**src/rtl/fcs_pkg.sv**
```systemverilog
package fcs_pkg;
    typedef enum logic {
        SLOTS_32 = 1'b0,
        SLOTS_64 = 1'b1
    } slot_mode_e;
endpackage

```
**src/rtl/fcs_rate_detect.sv**
```systemverilog
module fcs_rate_detect
    import fcs_pkg::*;
#(
    parameter int SHORT_FRAME = 256,
    parameter int LONG_FRAME  = 512
) (
    input  logic       clk,
    input  logic       rst_n,
    input  logic       strobe_in,
    output slot_mode_e mode_o,
    output logic       valid_o
);
    localparam int CW = $clog2(LONG_FRAME) + 1;
    localparam logic [CW:0] SHORT_W = (CW+1)'(SHORT_FRAME);
    localparam logic [CW:0] LONG_W  = (CW+1)'(LONG_FRAME);

    typedef struct packed {
        logic          prev;
        logic          seen;
        logic [CW-1:0] cnt;
        slot_mode_e    mode;
        logic          valid;
    } rd_state_t;

    rd_state_t st_d, st_q;
    logic      rise;
    logic [CW:0] meas;

    always_comb begin
        st_d      = st_q;
        st_d.prev = strobe_in;
        rise      = strobe_in & ~st_q.prev;
        meas      = {1'b0, st_q.cnt} + (CW+1)'(1);
        if (rise) begin
            st_d.cnt  = '0;
            st_d.seen = 1'b1;
            if (st_q.seen) begin
                if (meas == SHORT_W) begin
                    st_d.mode  = SLOTS_32;
                    st_d.valid = 1'b1;
                end else if (meas == LONG_W) begin
                    st_d.mode  = SLOTS_64;
                    st_d.valid = 1'b1;
                end else begin
                    st_d.valid = 1'b0;
                end
            end
        end else if (st_q.cnt != {CW{1'b1}}) begin
            st_d.cnt = st_q.cnt + CW'(1);
        end
    end

    always_ff @(posedge clk or negedge rst_n) begin
        if (!rst_n) begin
            st_q <= '{prev: 1'b0, seen: 1'b0, cnt: '0, mode: SLOTS_32, valid: 1'b0};
        end else begin
            st_q <= st_d;
        end
    end

    assign mode_o  = st_q.mode;
    assign valid_o = st_q.valid;

    assert_mode_moves_valid_R3: assert property (@(posedge clk) disable iff (!rst_n)
        (st_q.mode != $past(st_q.mode)) |-> st_q.valid);

    assert_valid_after_edge_R2: assert property (@(posedge clk) disable iff (!rst_n)
        $rose(st_q.valid) |-> $past(rise));

    assert_first_edge_no_decision_R4: assert property (@(posedge clk) disable iff (!rst_n)
        (rise && !st_q.seen) |=> !st_q.valid);
endmodule

```
**src/rtl/fcs_idle_timer.sv**
```systemverilog
module fcs_idle_timer #(
    parameter int LIMIT_SHORT = 1024,
    parameter int LIMIT_LONG  = 2048
) (
    input  logic clk,
    input  logic rst_n,
    input  logic level_in,
    input  logic long_mode,
    output logic flag_o
);
    localparam int TW = $clog2(LIMIT_LONG) + 1;
    localparam logic [TW:0] LIM_S = (TW+1)'(LIMIT_SHORT);
    localparam logic [TW:0] LIM_L = (TW+1)'(LIMIT_LONG);

    typedef struct packed {
        logic [TW-1:0] cnt;
        logic          flag;
    } it_state_t;

    it_state_t   st_d, st_q;
    logic [TW:0] cnt_inc;
    logic [TW:0] limit;

    always_comb begin
        st_d    = st_q;
        limit   = long_mode ? LIM_L : LIM_S;
        cnt_inc = {1'b0, st_q.cnt} + (TW+1)'(1);
        if (level_in) begin
            st_d.cnt  = '0;
            st_d.flag = 1'b0;
        end else begin
            if (st_q.cnt != {TW{1'b1}}) begin
                st_d.cnt = cnt_inc[TW-1:0];
            end
            st_d.flag = (cnt_inc >= limit);
        end
    end

    always_ff @(posedge clk or negedge rst_n) begin
        if (!rst_n) begin
            st_q <= '{cnt: '0, flag: 1'b0};
        end else begin
            st_q <= st_d;
        end
    end

    assign flag_o = st_q.flag;

    assert_clear_on_high_R6: assert property (@(posedge clk) disable iff (!rst_n)
        level_in |=> !st_q.flag);

    assert_set_needs_low_R5: assert property (@(posedge clk) disable iff (!rst_n)
        $rose(st_q.flag) |-> !$past(level_in));
endmodule

```
**src/rtl/frame_clock_supervisor.sv**
```systemverilog
module frame_clock_supervisor
    import fcs_pkg::*;
#(
    parameter int NUM_CH         = 4,
    parameter int SHORT_FRAME    = 256,
    parameter int LONG_FRAME     = 512,
    parameter int TIMEOUT_FRAMES = 4
) (
    input  logic              clk,
    input  logic              rst_n,
    input  logic              sep_strobe,
    input  logic [NUM_CH-1:0] fsync,
    output logic              slot64_sel,
    output logic              rate_valid,
    output logic [NUM_CH-1:0] chan_standby,
    output logic              powerdown
);
    localparam int LIM_SHORT = TIMEOUT_FRAMES * SHORT_FRAME;
    localparam int LIM_LONG  = TIMEOUT_FRAMES * LONG_FRAME;

    slot_mode_e        mode;
    logic              long_mode;
    logic [NUM_CH-1:0] ch_idle;
    logic              sep_idle;

    fcs_rate_detect #(
        .SHORT_FRAME(SHORT_FRAME),
        .LONG_FRAME (LONG_FRAME)
    ) u_rate (
        .clk      (clk),
        .rst_n    (rst_n),
        .strobe_in(sep_strobe),
        .mode_o   (mode),
        .valid_o  (rate_valid)
    );

    assign long_mode  = (mode == SLOTS_64);
    assign slot64_sel = long_mode;

    for (genvar g = 0; g < NUM_CH; g++) begin : g_chan
        fcs_idle_timer #(
            .LIMIT_SHORT(LIM_SHORT),
            .LIMIT_LONG (LIM_LONG)
        ) u_timer (
            .clk      (clk),
            .rst_n    (rst_n),
            .level_in (fsync[g]),
            .long_mode(long_mode),
            .flag_o   (ch_idle[g])
        );
    end

    fcs_idle_timer #(
        .LIMIT_SHORT(LIM_SHORT),
        .LIMIT_LONG (LIM_LONG)
    ) u_sep_timer (
        .clk      (clk),
        .rst_n    (rst_n),
        .level_in (sep_strobe),
        .long_mode(long_mode),
        .flag_o   (sep_idle)
    );

    assign powerdown    = sep_idle;
    assign chan_standby = ch_idle | {NUM_CH{sep_idle}};

    assert_pd_clears_on_strobe_R7: assert property (@(posedge clk) disable iff (!rst_n)
        sep_strobe |=> !powerdown);
endmodule

```
**config.mk**
```make
export PLATFORM = sky130hd
export DESIGN_NAME = frame_clock_supervisor
export DESIGN_NICKNAME = d
export VERILOG_FILES = /design/src/rtl/fcs_pkg.sv /design/src/rtl/fcs_rate_detect.sv /design/src/rtl/fcs_idle_timer.sv /design/src/rtl/frame_clock_supervisor.sv
export SDC_FILE = /design/constraint.sdc
export NUM_CORES = 1
export LEC_CHECK = 0
export ABC_AREA = 1
export BUFFER_PORTS_ARGS = -buffer_cell sky130_fd_sc_hd__buf_2
export CELL_PAD_IN_SITES_DETAIL_PLACEMENT = 0
export CELL_PAD_IN_SITES_GLOBAL_PLACEMENT = 1
export CORE_UTILIZATION = 48
export CTS_BUF_LIST = sky130_fd_sc_hd__clkbuf_4
export DETAILED_ROUTE_END_ITERATION = 16
export GPL_TIMING_DRIVEN = 1
export HOLD_SLACK_MARGIN = 0.1
export PLACE_DENSITY = 0.85
export SLEW_MARGIN = 30
export SYNTH_ARGS = -nofsm -noshare
export SYNTH_HDL_FRONTEND = slang
export SYNTH_SLANG_ARGS = --single-unit
export TNS_END_PERCENT = 50
```
**constraint.sdc**
```tcl
create_clock -name clk -period 2.58 [get_ports clk]
set_input_delay 0.258 -clock clk [delete_from_list [all_inputs] [get_ports clk]]
set_output_delay 0.258 -clock clk [all_outputs]
set_load 0.02 [all_outputs]
```
==> impl_metrics.ini <==
[synth]
synthSimpleGateAreaFrac_pct = 31.9
synth_compound_area_share_pct = 8.79
ys.warnings.count = 0
synth_cells = 638
yosysTopAreaCell = dfrtp_1
syn_area_mm2 = 0.00470
synth_nets = 666
synthTopCellsByArea = dfrtp_1 (42%), nand2_1 (15%), inv_1 (7.4%), ha_1 (5.6%), nor2_1 (5.4%)
synth_top_area_share_pct = 42.1
synth-seq-cells = 79
synth_mux_area_share_pct = 0
ys_types = 30
syn_avg_cell_area_um2 = 7.36
yosysSeqAreaShare_pct = 42.1
synthAdderAreaFrac_pct = 5.60
synthXorXnorAreaFrac_pct = 3.73
synth_top_family_by_area = simple AND/OR/NAND/NOR gates

[sta]
relSlewSlack_pct = 62.6
fmax_mhz = 459
slew_violations = 0
hold_violations = 0
finalCriticalPeriod_ps = 2180
worst_slew_pin_slew_ps = 561
finalCritPeriodShare_pct = 84.5
skew_ps = 14.7
rsz0062_at_grt = false
setup_tns_ps = 0
setup_violations = 0

[placed_design]
dp_hpwl_mm = 7.15
portBuffers = 13
gp_congestion = 0.833
placed_cells = 777

[clocking]
postCtsSetupBuffers = 0
h-tree-depth = 3
cts_made_buffers = 9
clk_pin_slew_ps = 130
cts_root_buffer = clkbuf_4
clockBufferDepth = 2
clkSinkCount = 79
cts_resized = 0
cts_tree = yes
clk_latency_ps = 420
cts_hold_buffers = 3

[grt]
antenna_found_initial = 0
grt_pass1_wl_mm = 16.8
grt_pass1_vias = 3772
grt_max_degree = 45
grt_usage_pct = 20.9
grt_overflow = 0

[routing]
ant_nets = 0
wl_per_cell_um = 12.0
drc = 0
drtIter0Drc = 96
detail_route.vias_per_cell = 4.99
drt_wl_total_mm = 9.58
first_pass_iters = 4
dr_total_vias = 3967

[final_layout]
drive_gt1_share_pct = 7.96
regArea_mm2 = 0.00198
area_growth_pct = 7.70
n_antenna_cell = 0
nNetsFinal = 690
multiInputGateArea_mm2 = 0.00235
mostFrequentLayoutCells = nand2_1 (188), inv_1 (92), dfrtp_1 (79)
final_cells = 795
fillers = 962
layout_commonest_cell = nand2_1

[floorplanning]
rows = 35
die_h_um = 101
io-pin-count = 14
die_w_um = 101
dieArea_mm2 = 0.0102
core_mm2 = 0.00937
initial_core_util_pct = 50.1

[worst_hold_path]
worstHoldPathType = input port to flip-flop

[power]
leakage_nw = 2.51
power_per_cell_area_mw_per_mm2 = 475
ir_drop_mv = 0.373

[setup_path]
cp-end-kind = flip-flop
crit_path_max_fanout = 7
worstSetupPathType = flip-flop to flip-flop
cp_slowest_cell = dfrtp_1
critPathMaxStageDelay_ps = 430
startpoint_type = flip-flop
cp_cell_sequence = ha_1 > nand3_1 > inv_1 > nand2_1 > nor2_1 > xor2_1 > inv_1 > ha_1 > nand2_1 > inv_1 > nand4_1 > nor2_1 > nand2_1 > a21oi_1
cp.arrival_ps = 2520
required_ps = 2920

[job]
drv_cap = 0

[outcome]
status = finished clean
area by class of cell:
class	count	share of cell area, %
Clock buffer	9	1.34
Clock inverter	6	0.767
Inverter	94	6.98
Multi-Input combinational cell	460	46.4
Sequential cell	79	39.1
Tap cell	129	3.19
Timing Repair Buffer	18	2.23
metal layers:
layer | part of all wire (%) | track usage [%] | vias up
met5 | 0 | 0 | -
met4 | 1.4 | 7.36 | 0
met3 | 1.9 | 3.33 | 12
met2 | 45 | 33.0 | 40
met1 | 52 | 29.3 | 1833
li1 | - | - | 2082
sequential cells by signal (all words and copies together) (netlist names):
register	flops
g_chan.u_timer.st_q	48
u_sep_timer.flag_o	1
u_rate.valid_o	1
u_rate.st_q	12
g_chan.u_timer.flag_o	4
u_sep_timer.st_q	12
u_rate.mode_o	1
path summary, 6_finish.rpt:
| check | startpoint | end | slack, ps | cells past startpoint |
|---|---|---|---|---|
| min in group asynchronous | rst_n | u_rate.st_q[9] | 360 | 2 |
| max in group asynchronous | rst_n | g_chan[2].u_timer.st_q[11] | 1520 | 3 |
| worst min register to register | u_rate.valid_o | u_rate.valid_o | 500 | 2 |
| worst max-delay path | g_chan[3].u_timer.st_q[2] | g_chan[3].u_timer.flag_o | 400 | 14 |
| worst max register to register | g_chan[3].u_timer.st_q[2] | g_chan[3].u_timer.flag_o | 400 | 14 |
| worst min-delay path | fsync[0] | g_chan[0].u_timer.st_q[4] | 130 | 2 |
Yosys cell counts:
cell type and number:
nor4_2 1, o21bai_1 1, o31ai_1 1, a211o_1 1, o21ai_0 42, nand2_4 1, inv_1 92, xor2_1 9
o22ai_1 1, nor2_1 68, nor2_8 1, nand2_2 1, nand3_2 2, xnor2_1 11, nor3_2 2, nand3b_1 4
o21ai_1 3, dfrtp_1 79, ha_1 21, nor3_1 6, nand3_1 42, nand4_1 14, or2_2 7, nor2_2 7
a21oi_1 8, nand2_1 188, o211ai_1 4, clkbuf_1 5, a31oi_1 14, inv_2 2
metrics by stage:
stage | power, mW | cell area [um2] | setup slack (ps) | utilization (%) | hold slack (ps)
2_1_floorplan | 1.69 | 4700 | 644 | - | -37.6
3_3_place_gp | 1.79 | 4920 | 519 | 52.5 | 288
3_5_place_dp | 1.81 | 4920 | 403 | 52.5 | 296
4_1_cts | 2.44 | 5060 | 381 | 54.0 | 104
5_1_grt | 2.57 | 5060 | 144 | 54.0 | 108
6_report | 2.40 | 5060 | 400 | 54.0 | 134
kinds of logic (layout without fill, tap and decap cells):
logic type	Yosys count	after routing
AND/OR/NAND/NOR	344	344
buffers and inverters	99	127
flip-flops	79	79
AO/OA/AOI/OAI	75	75
adder cells (fa/ha/maj)	21	21
XOR/XNOR	20	20
power breakdown:
part	switching (mW)	internal, mW
clock	0.436	0.187
sequential	0.113	1.33
combinational	0.192	0.144
total	0.741	1.66
critical path: cells and delay by family, from the launching register on:
family                     cells  cell delay (ps)
and+or+nand+nor                7              610
adders and majority gates      2              490
DFF                            1              430
buffers and inverters          3              300
xor gates and xnor gates       1              150
AOI/OAI and AO/OA              1              140
(Power assumes the default switching activity.)
